## src/rtl/sysmode_pkg.sv

```systemverilog
package sysmode_pkg;

    localparam int PRS_W     = 3;
    localparam int REG_W     = 8;
    localparam int MAX_RATIO = 2 * (1 << PRS_W);
    localparam int GAP_W     = $clog2(MAX_RATIO + 1) + 1;

    localparam logic [REG_W-1:0] MODE_RESET = 8'hE0;

    typedef struct packed {
        logic             sys_stk;
        logic             usr_stk;
        logic             halve;
        logic [PRS_W-1:0] presc;
        logic             breq;
        logic             hiz;
    } mode_t;

    typedef struct packed {
        logic             halve;
        logic [PRS_W-1:0] presc;
    } ratio_t;

    function automatic int ratio_of(input ratio_t r);
        return (r.halve ? 2 : 1) * (int'(r.presc) + 1);
    endfunction

endpackage

```

## src/rtl/mode_reg.sv

```systemverilog
module mode_reg
    import sysmode_pkg::*;
#(
    parameter int               ADDR_W    = 8,
    parameter logic [ADDR_W-1:0] MODE_ADDR = 8'hEB
) (
    input  logic              clk,
    input  logic              rst,
    input  logic [ADDR_W-1:0] addr,
    input  logic [REG_W-1:0]  wdata,
    input  logic              we,
    output logic [REG_W-1:0]  rdata,
    output mode_t             mode
);
    logic hit;

    assign hit = (addr == MODE_ADDR);

    always_ff @(posedge clk) begin
        if (rst) begin
            mode <= mode_t'(MODE_RESET);
        end else if (we && hit) begin
            mode <= mode_t'(wdata);
        end
    end

    assign rdata = hit ? REG_W'(mode) : '0;
endmodule

```

## src/rtl/half_stage.sv

```systemverilog
module half_stage (
    input  logic clk,
    input  logic rst,
    input  logic enable,
    input  logic restart,
    output logic tick
);
    logic phase;

    always_ff @(posedge clk) begin
        if (rst || restart) begin
            phase <= 1'b0;
        end else if (enable) begin
            phase <= ~phase;
        end
    end

    // Bypassed stage passes every cycle; active stage passes every second one.
    assign tick = !enable || phase;
endmodule

```

## src/rtl/presc_stage.sv

```systemverilog
module presc_stage #(
    parameter int W = 3
) (
    input  logic         clk,
    input  logic         rst,
    input  logic         tick,
    input  logic [W-1:0] limit,
    output logic         term
);
    logic [W-1:0] count;

    assign term = tick && (count == limit);

    always_ff @(posedge clk) begin
        if (rst || term) begin
            count <= '0;
        end else if (tick) begin
            count <= count + 1'b1;
        end
    end
endmodule

```

## src/rtl/sysmode_ctl.sv

```systemverilog
module sysmode_ctl
    import sysmode_pkg::*;
#(
    parameter int               ADDR_W    = 8,
    parameter logic [ADDR_W-1:0] MODE_ADDR = 8'hEB
) (
    input  logic              clk,
    input  logic              rst,
    input  logic [ADDR_W-1:0] reg_addr,
    input  logic [7:0]        reg_wdata,
    input  logic              reg_we,
    output logic [7:0]        reg_rdata,
    output logic              clk_en,
    output logic              sys_stack_int,
    output logic              usr_stack_int,
    output logic              bus_req_en,
    output logic              addr_hiz
);
    mode_t  mode_q;
    ratio_t active;
    logic   tick;
    logic   term;
    logic   pulse_q;

    mode_reg #(.ADDR_W(ADDR_W), .MODE_ADDR(MODE_ADDR)) u_reg (
        .clk   (clk),
        .rst   (rst),
        .addr  (reg_addr),
        .wdata (reg_wdata),
        .we    (reg_we),
        .rdata (reg_rdata),
        .mode  (mode_q)
    );

    half_stage u_half (
        .clk     (clk),
        .rst     (rst),
        .enable  (active.halve),
        .restart (term),
        .tick    (tick)
    );

    presc_stage #(.W(PRS_W)) u_presc (
        .clk   (clk),
        .rst   (rst),
        .tick  (tick),
        .limit (active.presc),
        .term  (term)
    );

    // The ratio in use is refreshed only at terminal count.
    always_ff @(posedge clk) begin
        if (rst) begin
            active  <= '{halve: MODE_RESET[5], presc: MODE_RESET[4:2]};
            pulse_q <= 1'b0;
        end else begin
            pulse_q <= term;
            if (term) begin
                active <= '{halve: mode_q.halve, presc: mode_q.presc};
            end
        end
    end

    assign clk_en        = pulse_q;
    assign sys_stack_int = mode_q.sys_stk;
    assign usr_stack_int = mode_q.usr_stk;
    assign bus_req_en    = mode_q.breq;
    assign addr_hiz      = mode_q.hiz;
endmodule

```

## config.mk

```make
export PLATFORM = sky130hd
export DESIGN_NAME = sysmode_ctl
export DESIGN_NICKNAME = d
export VERILOG_FILES = /design/src/rtl/sysmode_pkg.sv /design/src/rtl/mode_reg.sv /design/src/rtl/half_stage.sv /design/src/rtl/presc_stage.sv /design/src/rtl/sysmode_ctl.sv
export SDC_FILE = /design/constraint.sdc
export NUM_CORES = 1
export LEC_CHECK = 0
export BUFFER_PORTS_ARGS = -buffer_cell sky130_fd_sc_hd__buf_2
export CAP_MARGIN = 10
export CORE_ASPECT_RATIO = 0.9
export CORE_UTILIZATION = 50
export DETAILED_ROUTE_END_ITERATION = 16
export PLACE_DENSITY = 0.91
export SYNTH_ARGS = -nofsm -noshare
export SYNTH_HDL_FRONTEND = slang
export SYNTH_SLANG_ARGS = --single-unit
```

## constraint.sdc

```tcl
create_clock -name clk -period 4.3 [get_ports clk]
set_input_delay 0.215 -clock clk [delete_from_list [all_inputs] [get_ports clk]]
set_output_delay 0.215 -clock clk [all_outputs]
set_load 0.05 [all_outputs]
```

# After elaboration in Yosys (flattened, before gate mapping)
# Index checks and enable logic that the tools add are counted.
# op_classes
addsub,1
n_eq_ne,2
muxes,1
n_bitwise,1
n_reduce_logical,5
# ops
cell,count
$eq 8x8->1 const B,1
$mux 8,1
$add 3x1->3 const B,1
$eq 3x3->1,1
$logic_and 1x1->1,2
$logic_or 1x1->1,2
$logic_not 1->1,1
$not 1->1,1
# word_totals
register_bits,17
input_bits,19
out_inout_bits,13

# Logic depth before layout (Yosys ltp)
# logic_depth
depth_word,4
mapped_depth,4

# Cells and area by module
# A second synthesis with hierarchy kept.
# unflattened
hier_cells,85
area_unflattened_um2,855.8
# by_module_without_submodules
mod,instances,cells_each,area_per_inst_um2
mode_reg,1,46,449.2
presc_stage,1,20,188.9
sysmode_ctl,1,15,172.7
half_stage,1,4,45.0

# Worst setup path after synthesis
# OpenSTA, ideal clock, no wires.
# synth_path
path_type,input -> output
start,input port reg_addr[2]
end,output port reg_rdata[0]
t_arrival_ns,1.161
setup_slack_ns,2.924
stages,3
cell_sequence,nand4b_1 -> nor2_1 -> and2_1
# synth_between
elab_chain_len,2
# synth_rtl
element,line_no,rtl
from (decl),sysmode_ctl.sv:9,"input logic [ADDR_W-1:0] reg_addr,"
$eq 8x8->1,mode_reg.sv:17,assign hit = (addr == MODE_ADDR);
$mux 8,mode_reg.sv:27,assign rdata = hit ? REG_W'(mode) : '0;
to (decl),sysmode_ctl.sv:12,"output logic [7:0] reg_rdata,"
# No other way between the ends.

# Final worst setup path
# layout_path
start,input port reg_addr[2]
end,output port reg_rdata[6]
# Same word-level chain as after synthesis.

==> impl_metrics.csv <==
group,metric,value,unit
status,status,"complete, no violations",
pwr,p_seq_share,55.0,%
die,core,0.00150,mm2
place,hpwl,1370,um
pwr,p_int,223,uW
pwr,p_sw_share,26.9,%
die,start_util,54.9,%
setup_path,cp.arrival,1.39,ns
global_routing,grt_overflow,0,
drt,wire_per_inst,12.4,um
setup_path,criticalPathCategory,"in -> out",
drt,num_vias,708,
timing,post-route-min-period,1.60,ns
die,dieHeight,40.5,um
synthesis,avgSynthCellArea,9.45,um2
pwr,pwr-share-comb,17.2,%
drt,ant_nets,0,
timing,fin_crit_sh,37.3,%
clock_network,clockBufferDepth,2,
clock_network,cts.htree.levels,1,
die,ioPinCount,32,
clock_network,cts-hold-fix-buffers,0,
layout,drive_gt1_share,29.4,%
timing,finClkSkew,0.00126,ns
layout,antenna_cells,0,
setup_path,crit_fanout,8,
pwr,vdd_drop_max,0.000238,V
pwr,power_frac_clock,27.8,%
die,fp-row-count,13,
global_routing,grt_pass1_wl,2980,um
flow_run,maxCapViolations,0,
clock_network,postCtsSetupBuffers,0,
drt,drc,0,
clock_network,cts_sinks,17,
timing,fmax,0.623,GHz
drt,drt-initial-drc-count,5,
clock_network,clkTransAtPathRegs,0.09,ns
synthesis,syn_inst,87,
setup_path,cp.required,4.09,ns
pwr,power_switching,82.1,uW
synthesis,synth_nets,107,
clock_network,insertion_delay,0.29,ns
global_routing,grt_pass1_vias,696,
timing,rsz0062_at_grt,"false",
drt,wl,1750,um
timing,slew_headroom,50.3,%
global_routing,grt_max_degree,26,
setup_path,startpoint_type,"input pin",
timing,finalMaxSlewViolations,0,
timing,fin_tns_setup,0,ns
place,dpl.cell_count,137,
pwr,finalPower,305,uW
pwr,leakage,0.466,nW
clock_network,cts_resized,0,
global_routing,grt_usage,24.5,%
timing,tightest_slew,0.738,ns
global_routing,antenna_found_initial,0,
drt,first_pass_iters,4,
clock_network,cts_tree,"built",
pwr,pwr_density_cell,299,mW/mm2
setup_path,cp_slowest_stage_delay,0.40,ns
layout,nNetsFinal,140,
layout,final_cells,141,
die,die_width,44.7,um
place,io_buffers,31,
clock_network,clockRootBuffer,"clkbuf_4",
synthesis,synth-seq-cells,17,
setup_path,crit_chain,"buf_2 -> nand4b_1 -> nor2_1 -> and2_1 -> buf_2",
setup_path,critPathCaptureType,"output port",
setup_path,crit_path_frequent_cell,"buf_2",
drt,viasPerCell,5.02,
setup_path,cp_slowest_cell,"nor2_1",
layout,largest_reg_flops,8,
timing,setup-violations-final,0,
synthesis,ys_seq_area_share,41.4,%
synthesis,syn_area,822,um2
synthesis,ys_warn_count,0,
clock_network,cts_buffers,3,
hold_path,min_path_type,"in -> reg",
layout,syn_to_final_growth,23.9,%
place,gp_congestion,0.819,
die,die_area,0.00181,mm2
synthesis,ys_types,23,
timing,hold_violations,0,
## cells in the mapped netlist
cell | count | area (um2)
or4_1 | 1 | 7.51
nand4b_1 | 2 | 17.5
inv_1 | 3 | 11.3
nor2b_1 | 1 | 6.26
or3_1 | 1 | 6.26
clkbuf_1 | 2 | 7.51
ha_1 | 1 | 12.5
mux2i_1 | 12 | 120
o31ai_1 | 2 | 15.0
and2_1 | 8 | 50.1
nor3_1 | 2 | 10.0
a211oi_1 | 1 | 7.51
buf_2 | 1 | 5.00
xnor2_1 | 2 | 17.5
o21ai_0 | 1 | 5.00
nand2_1 | 1 | 3.75
nor2_1 | 9 | 33.8
nand2b_1 | 14 | 87.6
a221oi_1 | 1 | 8.76
xor2_1 | 3 | 26.3
dfxtp_1 | 17 | 340
nor4_1 | 1 | 6.26
nor3_4 | 1 | 16.3
## metal layers
metal | track usage, % | up-vias | part of all wire (%)
li1 | - | 356 | -
met1 | 23.7 | 324 | 43
met2 | 48.2 | 22 | 52
met3 | 8.56 | 6 | 3.4
met4 | 10.6 | 0 | 2.2
met5 | 0 | - | 0
## placed cells by master, fill, tap and decap left out
| cell | n |
|---|---|
| dfxtp_1 | 17 |
| o21ai_0 | 1 |
| clkbuf_4 | 3 |
| nand2b_1 | 14 |
| xor2_1 | 3 |
| o31ai_1 | 2 |
| xnor2_1 | 2 |
| nand2_1 | 1 |
| ha_1 | 1 |
| inv_1 | 3 |
| and2_1 | 8 |
| nor2_1 | 9 |
| clkbuf_1 | 1 |
| buf_2 | 31 |
| nor4_1 | 1 |
| a221oi_1 | 1 |
| nand4b_1 | 2 |
| nor3_1 | 2 |
| mux2i_1 | 12 |
| or4_1 | 1 |
| nor3_4 | 1 |
| or3_1 | 1 |
| nor2b_1 | 1 |
| a211oi_1 | 1 |
## metrics by stage
step	utilization, %	area (um2)	setup WS [ns]	hold WS (ns)
final	68.1	1020	2.70	0.172
after global routing	68.1	1020	2.59	0.181
after CTS	68.1	1020	2.72	0.169
after detailed placement	66.3	992	2.72	0.483
after global placement	66.3	992	2.77	0.464
after floorplan	-	822	2.92	0.370
## cell type report
cell class	instances	area, um2
inverter	3	11.3
fill	137	478
clock buffer	4	26.3
timing repair buffer	31	155
tap	22	27.5
multi-input combinational	64	458
sequential	17	340
## power groups by stage
stage,clock network (mW),logic [mW],registers (mW)
after global routing,0.0939,0.0569,0.168
after floorplan,0,0.0337,0.175
after CTS,0.0868,0.0528,0.167
after detailed placement,0,0.0524,0.171
after global placement,0,0.0497,0.171
final,0.0848,0.0524,0.168
## critical path: cells and delay by family
family        cells  cell delay, ns
simple gates      3            0.82
buf+inv           2            0.36
## worst paths after layout
kind               startpoint             to  slack, ns  cells past startpoint
max               reg_addr[2]   reg_rdata[6]       2.70                      5
min              reg_wdata[1]  u_reg.mode[1]       0.17                      3
max reg2reg  u_presc.count[0]      active[0]       2.75                      3
min reg2reg     u_reg.mode[1]  u_reg.mode[1]       0.49                      2
## cell families after synthesis
kind of cell	count (synthesis)	share of synthesized area, %
and+or+nand+nor	41	29.8
DFF	17	41.4
muxes	12	14.6
buffers and inverters	6	2.89
AOI/OAI and AO/OA	5	4.41
xor gates and xnor gates	5	5.33
adders and majority gates	1	1.52
Power figures use the tool's default switching activity.
